`src/rtl/xs_pkg.sv`:
```
package xs_pkg;

    localparam int LANES     = 4;
    localparam int MAX_BEATS = 16;
    localparam int CNT_W     = $clog2(MAX_BEATS + 1);

    typedef enum logic [1:0] {
        SZ_QUAD = 2'b00,
        SZ_ONE  = 2'b01,
        SZ_PAIR = 2'b10,
        SZ_LINE = 2'b11
    } xfer_size_e;

    typedef struct packed {
        xfer_size_e size;
        logic       write;
        logic       burst;
        logic [1:0] pw;
    } req_ctx_t;

    function automatic logic [CNT_W-1:0] size_bytes(input xfer_size_e s);
        case (s)
            SZ_ONE:  return CNT_W'(1);
            SZ_PAIR: return CNT_W'(2);
            SZ_QUAD: return CNT_W'(4);
            default: return CNT_W'(16);
        endcase
    endfunction

    function automatic logic [1:0] port_shift(input logic [1:0] pw);
        case (pw)
            2'd0:    return 2'd0;
            2'd1:    return 2'd1;
            default: return 2'd2;
        endcase
    endfunction

    function automatic logic [2:0] port_bytes(input logic [1:0] pw);
        return 3'(3'd1 << port_shift(pw));
    endfunction

    function automatic xfer_size_e port_code(input logic [1:0] pw);
        case (pw)
            2'd0:    return SZ_ONE;
            2'd1:    return SZ_PAIR;
            default: return SZ_QUAD;
        endcase
    endfunction

    function automatic logic [CNT_W-1:0] beat_total(input xfer_size_e s, input logic [1:0] pw);
        logic [CNT_W-1:0] n;
        n = size_bytes(s) >> port_shift(pw);
        return (n == '0) ? CNT_W'(1) : n;
    endfunction

endpackage

```
`src/rtl/xs_ctrl.sv`:
```
module xs_ctrl
    import xs_pkg::*;
(
    input  logic     clk,
    input  logic     rst,
    input  logic     req_valid,
    input  req_ctx_t req_ctx,
    input  logic     beat_done,
    output logic     accept,
    output logic     advance,
    output logic     active,
    output logic     ale,
    output logic     first,
    output logic     done,
    output req_ctx_t ctx_q
);

    logic [CNT_W-1:0] remain_q;
    logic             finish;

    assign accept  = req_valid && !active;
    assign finish  = active && beat_done && (remain_q == '0);
    assign advance = active && beat_done && (remain_q != '0);

    always_ff @(posedge clk) begin
        if (rst) begin
            active   <= 1'b0;
            ale      <= 1'b0;
            first    <= 1'b0;
            done     <= 1'b0;
            remain_q <= '0;
            ctx_q    <= '{size: SZ_QUAD, write: 1'b0, burst: 1'b0, pw: 2'd0};
        end else begin
            ale  <= accept || advance;
            done <= finish;
            if (accept) begin
                active   <= 1'b1;
                first    <= 1'b1;
                ctx_q    <= req_ctx;
                remain_q <= beat_total(req_ctx.size, req_ctx.pw) - CNT_W'(1);
            end else if (finish) begin
                active <= 1'b0;
                first  <= 1'b0;
            end else if (advance) begin
                first    <= 1'b0;
                remain_q <= remain_q - CNT_W'(1);
            end
        end
    end

endmodule

```
`src/rtl/xs_addr_gen.sv`:
```
module xs_addr_gen
    import xs_pkg::*;
#(
    parameter int AW = 32
) (
    input  logic          clk,
    input  logic          rst,
    input  logic          accept,
    input  logic [AW-1:0] req_addr,
    input  logic          advance,
    input  logic [1:0]    pw,
    output logic [AW-1:0] addr_q
);

    always_ff @(posedge clk) begin
        if (rst) begin
            addr_q <= '0;
        end else if (accept) begin
            addr_q <= req_addr;
        end else if (advance) begin
            addr_q <= addr_q + AW'(port_bytes(pw));
        end
    end

endmodule

```
`src/rtl/xs_lane_dec.sv`:
```
module xs_lane_dec
    import xs_pkg::*;
(
    input  logic             active,
    input  logic [1:0]       pw,
    input  xfer_size_e       size,
    input  logic [1:0]       addr_lo,
    output logic [LANES-1:0] be_n
);

    logic [LANES-1:0] mask;

    always_comb begin
        case (pw)
            2'd0: mask = 4'b0001;
            2'd1: begin
                if (size == SZ_ONE) mask = addr_lo[0] ? 4'b0010 : 4'b0001;
                else                mask = 4'b0011;
            end
            default: begin
                case (size)
                    SZ_ONE:  mask = 4'(4'b0001 << addr_lo);
                    SZ_PAIR: mask = addr_lo[1] ? 4'b1100 : 4'b0011;
                    default: mask = 4'b1111;
                endcase
            end
        endcase
    end

    for (genvar i = 0; i < LANES; i++) begin : g_lane
        assign be_n[i] = ~(active & mask[i]);
    end

endmodule

```
`src/rtl/xfer_splitter.sv`:
```
module xfer_splitter
    import xs_pkg::*;
#(
    parameter int AW = 32
) (
    input  logic          clk,
    input  logic          rst,
    input  logic          req_valid,
    input  logic [AW-1:0] req_addr,
    input  logic [1:0]    req_size,
    input  logic          req_write,
    input  logic          req_burst,
    input  logic [1:0]    port_width,
    input  logic          beat_done,
    output logic          beat_active,
    output logic [AW-1:0] beat_addr,
    output logic [1:0]    beat_size,
    output logic          beat_write,
    output logic          ale,
    output logic [3:0]    be_n,
    output logic          done
);

    req_ctx_t req_ctx;
    req_ctx_t ctx_q;
    logic     accept;
    logic     advance;
    logic     first;

    assign req_ctx = '{size: xfer_size_e'(req_size), write: req_write,
                       burst: req_burst, pw: port_width};

    xs_ctrl i_ctrl (
        .clk       (clk),
        .rst       (rst),
        .req_valid (req_valid),
        .req_ctx   (req_ctx),
        .beat_done (beat_done),
        .accept    (accept),
        .advance   (advance),
        .active    (beat_active),
        .ale       (ale),
        .first     (first),
        .done      (done),
        .ctx_q     (ctx_q)
    );

    xs_addr_gen #(.AW(AW)) i_addr (
        .clk      (clk),
        .rst      (rst),
        .accept   (accept),
        .req_addr (req_addr),
        .advance  (advance),
        .pw       (ctx_q.pw),
        .addr_q   (beat_addr)
    );

    xs_lane_dec i_lane (
        .active  (beat_active),
        .pw      (ctx_q.pw),
        .size    (ctx_q.size),
        .addr_lo (beat_addr[1:0]),
        .be_n    (be_n)
    );

    always_comb begin
        if (first || ctx_q.burst) beat_size = ctx_q.size;
        else                      beat_size = port_code(ctx_q.pw);
    end

    assign beat_write = ctx_q.write;

endmodule

```
`config.mk`:
```
export PLATFORM = sky130hd
export DESIGN_NAME = xfer_splitter
export DESIGN_NICKNAME = d
export VERILOG_FILES = /design/src/rtl/xs_pkg.sv /design/src/rtl/xs_ctrl.sv /design/src/rtl/xs_addr_gen.sv /design/src/rtl/xs_lane_dec.sv /design/src/rtl/xfer_splitter.sv
export SDC_FILE = /design/constraint.sdc
export NUM_CORES = 1
export LEC_CHECK = 0
export ABC_AREA = 1
export BUFFER_PORTS_ARGS = -buffer_cell sky130_fd_sc_hd__buf_2
export CAP_MARGIN = 20
export CORE_UTILIZATION = 54
export CTS_CLUSTER_SIZE = 14
export DETAILED_ROUTE_END_ITERATION = 10
export PLACE_DENSITY_LB_ADDON = 0.05
export SYNTH_ARGS = -nofsm -noshare
export SYNTH_HDL_FRONTEND = slang
export SYNTH_SLANG_ARGS = --single-unit
```
`constraint.sdc`:
```
create_clock -name clk -period 2.4 [get_ports clk]
set_input_delay 0.24 -clock clk [delete_from_list [all_inputs] [get_ports clk]]
set_output_delay 0.24 -clock clk [all_outputs]
set_load 0.005 [all_outputs]
```
## Word level (Yosys, flattened, before mapping)

Cells that the tools add are included.
Widths: inputs -> output; s select.

- Register bits: 47
- Bits in latches: 0
- Memory bits (writable): 0
- Bits in read-only memories: 0
- Output and inout port bits: 42
- Logic and storage cells: 76
- Memories: 0

- Add/sub/neg operators: 3
- Multipliers: 0
- Divide/modulo/power cells: 0
- $lt $le $gt $ge: 0
- Equality and inequality tests: 7
- Shift-type cells: 3
- Multiplexer cells: 28
- Bitwise logic cells: 8
- Reductions and logical operators: 17

Operators with widths:

| cell | number |
|---|---|
| $mux 32 | 2 |
| $add 32x3->32 | 1 |
| $mux 5 | 6 |
| $pmux 4 s2 | 2 |
| $pmux 5 s3 | 1 |
| $mux 2 | 7 |
| $pmux 2 s2 | 3 |
| $logic_not 5->1 | 2 |
| $sub 5x1->5 const B | 2 |
| $eq 2x1->1 const B | 4 |
| $mux 4 | 2 |
| $logic_not 2->1 | 3 |
| $mux 1 | 5 |
| $reduce_bool 5->1 | 1 |
| $shr 5x2->5 | 1 |
| $and 1x1->1 | 4 |
| $eq 2x2->1 const B | 2 |
| $logic_and 1x1->1 | 4 |
| $not 1->1 | 4 |
| $reduce_bool 2->1 | 2 |
| $shl 1x2->4 const A | 1 |
| $reduce_bool 3->1 | 1 |
| $shl 1x2->3 const A | 1 |
| $logic_or 1x1->1 | 2 |
| 3 further kinds | 3 |

## Longest topological paths before layout

Gate-level depths: netlist of run 1.

- Depth after elaboration: 9
- Gate-level depth with buffers: 14
- Gate-level depth less buffers: 14

## By module

From an unflattened synthesis of run 1, not the netlist that was laid out.

- Cells, all modules: 513
- Area, all modules: 3211.8 um2

Modules (own cells, without submodules):

| module | times used | cells an instance | area each (um2) | seq. area each (um2) |
|---|---|---|---|---|
| xs_addr_gen | 1 | 355 | 2237.1 | 640.6 |
| xs_ctrl | 1 | 114 | 768.2 | 300.3 |
| xs_lane_dec | 1 | 31 | 157.7 | 0.0 |
| xfer_splitter | 1 | 13 | 48.8 | 0.0 |

## Least setup slack after synthesis of run 1

No wires, ideal clock.

- Path type: register -> register
- Start: reg i_ctrl.ctx_q[1] (netlist name)
- End: reg i_addr.addr_q[18]
- Arrival time: 1.892 ns
- Required time: 2.285 ns
- Slack: 0.393 ns
- Stages on the path, launching flop included: 15
- Path buffers: 0
- Period minus slack after synthesis: 2.007 ns
- Path through: dfxtp_1 nor2_1 ha_1 inv_1 fa_1 inv_1 nand2_1 nand2_1 nand2_1 nor2_4 nand3_1 nor2_1 nand3_1 nand3_1 nor2_1

- Cells in the longest elaborated chain, start to end: 9
- Elaborated cells between the ends (all ways): 10

Ends and longest elaborated chain:

| item | line | text |
|---|---|---|
| $eq 2x1->1 or $logic_not 2->1 (tied branches) | xs_pkg.sv:31 | `case (pw)` |
| $pmux 2 s2 * | xs_pkg.sv:31 |  |
| $mux 2 * | xs_addr_gen.sv:20 | `end else if (advance) begin` |
| $mux 2 * | xs_addr_gen.sv:18 | `end else if (accept) begin` |
| $mux 2 * | xs_addr_gen.sv:16 | `if (rst) begin` |
| $shl 1x2->3 * | xs_pkg.sv:39 | `return 3'(3'd1 << port_shift(pw));` |
| $add 32x3->32 * | xs_addr_gen.sv:21 | `addr_q <= addr_q + AW'(port_bytes(pw));` |
| $mux 32 * | xs_addr_gen.sv:20 |  |
| $mux 32 * | xs_addr_gen.sv:18 |  |
| to (signal assigned) | xs_addr_gen.sv:19 | `addr_q <= req_addr;` |
| to (signal assigned) | xs_addr_gen.sv:21 |  |
| to (decl) | xs_addr_gen.sv:12 | `output logic [AW-1:0] addr_q` |

Mark *: on every way between the ends. The rest lies on a longest branch, timed or not. The select of a mux whose other input is x is not followed.
A chain may end at the register's enable or synchronous reset.

## Worst setup path after layout of run 1

- Start: reg i_ctrl.ctx_q[1] (netlist name)
- End: reg i_addr.addr_q[18]

- Cells in the longest elaborated chain, start to end: 9
- Elaborated cells between the ends (all ways): 10

Ends and longest elaborated chain:

| item | line |
|---|---|
| $eq 2x1->1 or $logic_not 2->1 (tied branches) | xs_pkg.sv:31 |
| $pmux 2 s2 * | xs_pkg.sv:31 |
| $mux 2 * | xs_addr_gen.sv:20 |
| $mux 2 * | xs_addr_gen.sv:18 |
| $mux 2 * | xs_addr_gen.sv:16 |
| $shl 1x2->3 * | xs_pkg.sv:39 |
| $add 32x3->32 * | xs_addr_gen.sv:21 |
| $mux 32 * | xs_addr_gen.sv:20 |
| $mux 32 * | xs_addr_gen.sv:18 |

Marks and branches as above.

==> flow_summary.yaml, run 1 <==
hold_path:
  min_from: "req_write"
  hold_path_class: "input port to flop"
cells_and_area:
  diodes: 0
  fill_cells: 603
  syn_to_final_growth_pct: 17.2
  final_core_util_pct: 66.3
  finalNetCount: 704
  drive_gt1_share_pct: 18.9
sta:
  max-slew-margin-rel_pct: 46.5
  period_share_pct: 90.6
  rsz0062_at_grt: "no"
  max_freq_ghz: 0.460
  hold_ws_ns: 0.181
  tightest_slew_ns: 0.802
  finClkSkew_ns: 0.00492
  slew_viol_final: 0
  period_minus_slack_ns: 2.17
  fin_tns_setup_ns: 0
  postLayoutSetupSlackWorst_ns: 0.225
  hold_viol: 0
  setup_viol: 0
route:
  drt_iter0_drc: 240
  dr.pass1.iters: 5
  drc: 0
  routed_wl_um: 9630
  ant_nets: 0
  routedWlPerCell_um: 13.2
  via_count: 3932
  vias_per_cell: 5.38
global_route:
  grt_pass1_vias: 3463
  grt_util_all_layers_pct: 30.8
  antenna_found_initial: 0
  overflow: 0
  grt_max_degree: 35
  grt_pass1_wl_um: 15700
cts:
  clock_sinks: 47
  cts_buffers: 5
  htree_levels: 2
  clockBufferDepth: 2
  clockRootBuffer: "clkbuf_8"
  cts_tree: "yes"
  insertion_delay_ns: 0.31
  postCtsHoldBufs: 0
  clk_pin_slew_ns: 0.09
yosys:
  ys_seq_area_share_pct: 27.7
  yosysWarnings: 0
  yosysMostFrequentCell: "nand2_1"
  async_flop_share_pct: 0
  synth_area_leaders: "dfxtp_1 28%, nand2_1 20%, nor2_1 11%"
  ys_ff_latch: 47
  synth_top_cell_by_area: "dfxtp_1"
  synth_cell_types: 37
  syn-num-nets: 624
  synth_flop_cell: "dfxtp_1"
  syn_inst: 575
  syn_avg_cell_area_um2: 5.90
  syn_area_um2: 3390
  yosys-top-cells-count: "181 x nand2_1, 98 x nor2_1, 56 x inv_1, 47 x dfxtp_1, 41 x nand3_1"
  synth_edf_count: 0
  synth_top_area_share_pct: 27.7
worst_setup_path:
  r2r-start: "i_ctrl.ctx_q[1]$_SDFFE_PP0P_"
  crit_required_ns: 2.61
  critPathTopFamily: "simple AND/OR/NAND/NOR gates"
  cp-start-kind: "flop"
  max_stage_delay_ns: 0.38
  critical_path_class: "flop to flop"
  arrival_ns: 2.39
  crit_fanout: 8
  slowest_stage: "dfxtp_2"
  worst-path-buf-inv: 2
  cp-end-kind: "flop"
  worstSetupStartpoint: "i_ctrl.ctx_q[1]$_SDFFE_PP0P_"
  path_cells: "nor2_2 -> ha_1 -> inv_1 -> fa_1 -> inv_1 -> nand2_1 -> nand2_1 -> nand2_1 -> nor2_4 -> nand3_1 -> nor2_2 -> nand3_1 -> nand3_1 -> nor2_1"
power:
  p_total_mw: 2.11
  ir_drop_mv: 0.454
  p_leak_nw: 1.82
  power_density_nw_per_um2: 531
die:
  die_area_um2: 6600
  io_pins: 84
  core-area_um2: 5990
  die_w_um: 81.3
  num_rows: 28
  initial_core_util_pct: 56.6
  die_h_um: 81.3
status:
  status: "completed"
placed_design:
  port_buffers: 83
  dp_slack_ns: 0.112
  place_congestion: 0.914
  dp_hpwl_um: 7130
job:
  cap_violations: 0
placed cells by master, fill, tap and decap left out, drive strengths merged:
cell      n
xnor2     2
a21boi    2
nand3    42
nor3b     1
dfxtp    47
o21ai    33
o31ai     1
nand2   184
a31oi     2
a21oi    39
o21bai    1
a211oi    1
o22ai     1
xor2      1
nor3      3
nand4     4
inv      61
a21o      1
or2       2
nand3b    8
nor2    105
clkbuf    6
fa        1
ha        6
o211ai    9
buf      92
bufinv    1
registers in the layout (all words and copies together) (netlist names):
name,flops
i_ctrl.first,1
i_addr.addr_q,32
i_ctrl.ale,1
i_ctrl.ctx_q,6
i_ctrl.remain_q,5
i_ctrl.active,1
i_ctrl.done,1
layout make-up:
cell class                 count  area (um^2)  area share (%)
multi-input combinational    449         2110            53.0
sequential                    47          942            23.7
timing repair buffer          92          483            12.2
inverter                      60          228            5.73
tap                           75         93.8            2.36
clock buffer                   6         82.6            2.08
clock inverter                 2         38.8           0.976
path summary, 6_finish.rpt:
kind         depth (start not counted)  slack [ns]                        endpoint
min reg2reg                          2        0.48       i_ctrl.first$_SDFFE_PP0P_
max                                 14        0.23  i_addr.addr_q[18]$_SDFFE_PP0P_
max reg2reg                         14        0.23  i_addr.addr_q[18]$_SDFFE_PP0P_
min                                  3        0.18    i_ctrl.ctx_q[3]$_SDFFE_PP0P_
where the power goes:
| group | internal, mW | switching, mW | total, mW |
|---|---|---|---|
| registers | 0.849 | 0.0783 | 0.928 |
| logic | 0.210 | 0.336 | 0.547 |
| clock network | 0.343 | 0.294 | 0.637 |
layer usage:
| layer | part of all wire, % | track usage [%] | vias to the layer above |
|---|---|---|---|
| li1 | - | - | 1998 |
| met1 | 48 | 41.4 | 1760 |
| met2 | 44 | 50.8 | 155 |
| met3 | 6.2 | 3.60 | 19 |
| met4 | 1.7 | 10.5 | 0 |
| met5 | 0 | 0 | - |
per-stage QoR:
step,instances,area (um^2)
2_1_floorplan,575,3390
3_3_place_gp,720,3820
3_5_place_dp,720,3820
4_1_cts,728,3940
5_1_grt,731,3970
6_report,731,3970
kinds of logic (layout without fill, tap and decap cells):
logic type,Yosys count,in the layout,synth area share (%)
AO/OA/AOI/OAI,90,90,14.5
XOR/XNOR,3,3,0.775
adder cells (fa/ha/maj),7,7,2.80
buffers and inverters,79,160,10.6
flip-flops,47,47,27.7
AND/OR/NAND/NOR,349,349,43.6
tightest hold or removal path, stage by stage:
cell and delay [ns]:
buf_2 0.07, o21ai_0 0.07, nor2_1 0.07
repair_timing:
item | CTS | global route
endpoints found under the setup margin | 0 | 7
resized for setup | 0 | 6
setup buffers | 0 | 3
Power figures use the tool's default switching activity.
==> run 2: changes to the inputs <==
--- a/config.mk
+++ b/config.mk
@@ -6,7 +6,7 @@
 export NUM_CORES = 1
 export LEC_CHECK = 0
 export ABC_AREA = 1
-export BUFFER_PORTS_ARGS = -buffer_cell sky130_fd_sc_hd__buf_2
+export BUFFER_PORTS_ARGS = -buffer_cell sky130_fd_sc_hd__buf_4
 export CAP_MARGIN = 20
 export CORE_UTILIZATION = 54
 export CTS_CLUSTER_SIZE = 14
==> run 2 against run 1 <==
Utilization is 3.2 points higher. Combinational power rose by 9.1%. Sequential share of layout area shrank 1.1 points. Via count barely moved. Critical path depth unchanged.
==> flow_summary.yaml, run 2 (synthesized netlist as in run 1, its figures left out) <==
status:
  status: "completed"
cells_and_area:
  finalNetCount: 703
  fill_cells: 556
  layout_commonest_cell: "nand2_1"
  drive_gt1_share_pct: 18.3
  final_cell_mix: "181 x nand2_1, 95 x nor2_1, 91 x buf_4"
  largest_reg_flops: 32
  largestRegisters: "i_addr.addr_q: 32 flops, i_ctrl.ctx_q: 6 flops, i_ctrl.remain_q: 5 flops"
  final_cell_area_um2: 4160
  syn_to_final_growth_pct: 22.7
  top_register: "i_addr.addr_q"
  diodes: 0
global_route:
  grt_pass1_vias: 3538
  grt_max_degree: 35
  grt_use_met2_pct: 52.0
  antenna_found_initial: 0
  use_met3_pct: 4.27
  overflow: 0
  grt_pass1_wl_um: 16000
  grt.met1_usage_pct: 42.8
  grt_util_all_layers_pct: 31.6
  grt_busiest_layer: "met2"
sta:
  max_freq_ghz: 0.459
  hold_ws_ns: 0.177
  max-slew-margin-rel_pct: 58.5
  slew_viol_final: 0
  rsz0062_at_grt: "no"
  period_minus_slack_ns: 2.18
  postLayoutSetupSlackWorst_ns: 0.222
  period_share_pct: 90.7
  finClkSkew_ns: 0.00387
  setup_viol: 0
  tightest_slew_ns: 0.621
  hold_viol: 0
  fin_tns_setup_ns: 0
cts:
  clockRootBuffer: "clkbuf_8"
  insertion_delay_ns: 0.30
  cts_buffers: 5
  cts_tree: "yes"
  postCtsHoldBufs: 0
  clock_sinks: 47
  htree_levels: 2
  clk_pin_slew_ns: 0.09
  clockBufferDepth: 2
worst_setup_path:
  crit_fanout: 8
  max_stage_delay_ns: 0.38
  cp.depth: 14
  worst-path-buf-inv: 2
  r2r-end: "i_addr.addr_q[18]$_SDFFE_PP0P_"
  cp-end-kind: "flop"
  path_cells: "nor2_1 -> ha_1 -> inv_1 -> fa_1 -> inv_1 -> nand2_1 -> nand2_1 -> nand2_1 -> nor2_4 -> nand3_1 -> nor2_2 -> nand3_1 -> nand3_1 -> nor2_1"
  r2r-start: "i_ctrl.ctx_q[1]$_SDFFE_PP0P_"
  critPathTopFamily: "simple AND/OR/NAND/NOR gates"
  worstSetupStartpoint: "i_ctrl.ctx_q[1]$_SDFFE_PP0P_"
  critical_path_class: "flop to flop"
  crit_required_ns: 2.60
  arrival_ns: 2.38
  rr_worst_depth: 14
  slowest_stage: "fa_1"
  rrSetupSlack_ns: 0.22
  crit_path_end: "i_addr.addr_q[18]$_SDFFE_PP0P_"
  cp-start-kind: "flop"
job:
  cap_violations: 0
placed_design:
  place_congestion: 0.937
  postPlaceCellArea_um2: 4030
  port_buffers: 83
  dp_hpwl_um: 7440
  dp_slack_ns: 0.145
die:
  core-area_um2: 5990
  num_rows: 28
  io_pins: 84
  die_w_um: 81.3
  die_area_um2: 6600
  initial_core_util_pct: 56.6
  die_h_um: 81.3
route:
  vias_per_cell: 5.38
  dr.pass1.iters: 5
  ant_nets: 0
  drt_iter0_drc: 301
  via_count: 3930
  drc: 0
  routedWlPerCell_um: 13.6
  routed_wl_um: 9950
power:
  p_leak_nw: 1.86
  p_total_mw: 2.15
  ir_drop_mv: 0.292
  power_density_nw_per_um2: 517
hold_path:
  hold_path_class: "input port to flop"
[run 2: cell types whose count changed in the layout (fill, tap and decap cells not counted)]
cell      change
nor2_2        -3
inv_6         -1
buf_4        +82
buf_2        -83
nor2_1        +3
clkinv_2      +1
[run 2: tightest hold or removal path, cell delays in order]
cell and delay [ns]:
buf_4 0.08, a211oi_1 0.05, nor2_1 0.08
[run 2: worst min path at each step]
| stage | startpoint | end | slack [ns] | cells after the start |
|---|---|---|---|---|
| final | req_addr[1] | i_addr.addr_q[1]$_SDFFE_PP0P_ | 0.18 | 3 |
| after global routing | req_addr[1] | i_addr.addr_q[1]$_SDFFE_PP0P_ | 0.19 | 3 |
| after CTS | req_addr[1] | i_addr.addr_q[1]$_SDFFE_PP0P_ | 0.17 | 3 |
| after detailed placement | i_ctrl.first$_SDFFE_PP0P_ | i_ctrl.first$_SDFFE_PP0P_ | 0.46 | 2 |
| after global placement | i_ctrl.first$_SDFFE_PP0P_ | i_ctrl.first$_SDFFE_PP0P_ | 0.45 | 2 |
| after floorplan | rst | i_ctrl.ale$_SDFF_PP0_ | 0.34 | 1 |
[run 2: through the flow]
step / std cells / util (%)
2_1_floorplan: 575 / -
3_3_place_gp: 721 / 67.3
3_5_place_dp: 721 / 67.3
4_1_cts: 729 / 69.3
5_1_grt: 730 / 69.5
6_report: 730 / 69.5
[run 2: power by group]
part / switching, mW / leakage (nW) / internal, mW
combinational: 0.339 / 1.41 / 0.257
clock: 0.287 / 0.0612 / 0.338
sequential: 0.0830 / 0.387 / 0.849
[run 2: repair_timing]
item                                    in CTS  in global routing
endpoints found under the setup margin       0                  5
resized for setup                            0                  3
buffers inserted                             0                  1
[run 2: routing by layer]
| metal | vias to the layer above | share of wire (%) |
|---|---|---|
| met3 | 19 | 6.6 |
| met1 | 1740 | 47 |
| li1 | 1992 | - |
| met2 | 179 | 44 |
| met4 | 0 | 2.1 |
| met5 | - | 0 |
[run 2: cell type report]
type	count	area (um^2)	share of cell area, %
Inverter	60	228	5.47
Sequential cell	47	942	22.6
Tap cell	75	93.8	2.25
Multi-Input combinational cell	449	2100	50.4
Clock buffer	6	82.6	1.98
Timing Repair Buffer	91	683	16.4
Clock inverter	2	35.0	0.842
==> run 3: changes to the inputs <==
==> constraint.sdc (replaced) <==
create_clock -name clk -period 2.4 [get_ports clk]
set_input_delay 0.12 -clock clk [delete_from_list [all_inputs] [get_ports clk]]
set_output_delay 0.12 -clock clk [all_outputs]
set_load 0.005 [all_outputs]
==> run 3 against run 2 <==
Global-route usage shrank 0.62 points. Non-clock buffer count grew 1. Cell count is 0.14% higher. Count of clock-buffer cells in the layout down 1. Fmax decreased by 0.73%. Critical path type unchanged. Largest cell class unchanged. Largest power group unchanged.
==> flow_summary.yaml, run 3 (synthesized netlist as in run 1, its figures left out) <==
worst_setup_path:
  critical_path_class: "flop to flop"
  r2r-end: "i_addr.addr_q[18]$_SDFFE_PP0P_"
  r2r-start: "i_ctrl.ctx_q[1]$_SDFFE_PP0P_"
  arrival_ns: 2.40
  crit_fanout: 8
  cp-start-kind: "flop"
  rr_worst_depth: 14
  crit_required_ns: 2.61
  worstSetupStartpoint: "i_ctrl.ctx_q[1]$_SDFFE_PP0P_"
  rrSetupSlack_ns: 0.21
  cp-end-kind: "flop"
global_route:
  overflow: 0
  grt_pass1_wl_um: 15700
  grt_util_all_layers_pct: 31.0
  grt_max_degree: 35
  antenna_found_initial: 0
  grt_pass1_vias: 3372
cts:
  cts_tree: "yes"
  insertion_delay_ns: 0.31
  clk_pin_slew_ns: 0.10
  clockBufferDepth: 2
  postCtsHoldBufs: 0
  htree_levels: 2
  clockRootBuffer: "clkbuf_8"
  clock_sinks: 47
  cts_buffers: 5
sta:
  finClkSkew_ns: 0.00574
  setup_viol: 0
  max_freq_ghz: 0.456
  period_share_pct: 91.4
  hold_viol: 0
  slew_viol_final: 0
  max-slew-margin-rel_pct: 54.1
  period_minus_slack_ns: 2.19
  fin_tns_setup_ns: 0
  tightest_slew_ns: 0.687
  rsz0062_at_grt: "no"
  hold_ws_ns: 0.0540
route:
  drc: 0
  routed_wl_um: 9830
  dr.pass1.iters: 5
  drt_iter0_drc: 325
  via_count: 3938
  routedWlPerCell_um: 13.4
  vias_per_cell: 5.39
  ant_nets: 0
power:
  clkPwrFrac_pct: 24.9
  ir_drop_mv: 0.405
  p_leak_nw: 1.84
  swShare_pct: 35.5
  comb_power_share_pct: 29.2
  p_switching_mw: 0.720
  p_seq_share_pct: 45.9
  internal-power_mw: 1.31
  power_density_nw_per_um2: 491
cells_and_area:
  drive_gt1_share_pct: 18.1
  final_cell_mix: "181 x nand2_1, 97 x nor2_1, 92 x buf_4"
  final_cell_area_um2: 4140
  diodes: 0
  syn_to_final_growth_pct: 21.9
  largest_reg_flops: 32
  largestRegisters: "i_addr.addr_q: 32 flops, i_ctrl.ctx_q: 6 flops, i_ctrl.remain_q: 5 flops"
  top_register: "i_addr.addr_q"
  stdcell_count: 731
  finalNetCount: 704
  layout_commonest_cell: "nand2_1"
hold_path:
  holdPathStages: 3
  hold_end: "i_addr.addr_q[1]$_SDFFE_PP0P_"
  hold_path_class: "input port to flop"
  min_from: "req_addr[1]"
placed_design:
  port_buffers: 83
  postPlaceCellArea_um2: 4020
  dp_hpwl_um: 7260
  place_inst: 720
  place_congestion: 0.936
die:
  die_h_um: 81.3
  core-area_um2: 5990
  die_w_um: 81.3
  num_rows: 28
  initial_core_util_pct: 56.6
  die_area_um2: 6600
  io_pins: 84
job:
  cap_violations: 0
status:
  status: "completed"
-- run 3: cell count changes in the layout (fill, tap and decap cells not counted), sizes merged --
cell,previous run,this run
buf,91,92
bufinv,1,0
clkbuf,6,5
clkinvlp,0,2
-- run 3: metrics by stage --
step	util [%]	power, mW	setup WS (ns)
after floorplan	-	1.31	0.393
after global placement	67.2	1.52	0.232
after detailed placement	67.2	1.53	0.179
after CTS	68.7	2.03	0.155
after global routing	69.0	2.15	0.0355
final	69.0	2.03	0.206
-- run 3: final cells by class --
type,instances,area [um^2]
multi-input combinational,449,2090
timing repair buffer,92,691
inverter,60,228
clock buffer,5,68.8
fill,555,1850
clock inverter,3,20.0
sequential,47,942
tap,75,93.8
-- run 3: worst max-delay path by stage --
stage / cells after the start / slack (ns) / endpoint
after floorplan: 14 / 0.39 / i_addr.addr_q[18]$_SDFFE_PP0P_
after global placement: 14 / 0.23 / i_addr.addr_q[18]$_SDFFE_PP0P_
after detailed placement: 14 / 0.18 / i_addr.addr_q[18]$_SDFFE_PP0P_
after CTS: 14 / 0.15 / i_addr.addr_q[18]$_SDFFE_PP0P_
after global routing: 14 / 0.04 / i_addr.addr_q[18]$_SDFFE_PP0P_
final: 14 / 0.21 / i_addr.addr_q[18]$_SDFFE_PP0P_
-- run 3: what timing repair did --
| item | CTS | global route |
|---|---|---|
| gates resized for setup | 0 | 1 |
| setup endpoints to repair | 0 | 1 |
| setup buffers | 0 | 3 |
-- run 3: layer usage --
metal,GRT usage (%),up-vias,share of wire (%)
met3,4.27,10,7.3
met4,6.96,0,0.94
met5,0,-,0
met1,43.5,1784,47
li1,-,1990,-
met2,49.9,154,45
-- run 3: critical path, cell delays in order (launching register included) --
cell	delay, ns
dfxtp_2	0.37
nor2_1	0.13
ha_1	0.18
inv_1	0.05
fa_1	0.38
inv_1	0.08
nand2_1	0.07
nand2_1	0.06
nand2_1	0.09
nor2_4	0.17
nand3_1	0.14
nor2_1	0.15
nand3_1	0.09
nand3_1	0.08
nor2_1	0.04
-- run 3: power by group through the flow --
stage	sequential, mW	combinational [mW]	clock (mW)
final	0.933	0.592	0.505
after global routing	0.944	0.666	0.539
after CTS	0.930	0.589	0.513
after detailed placement	0.948	0.586	0
after global placement	0.946	0.574	0
after floorplan	0.931	0.380	0
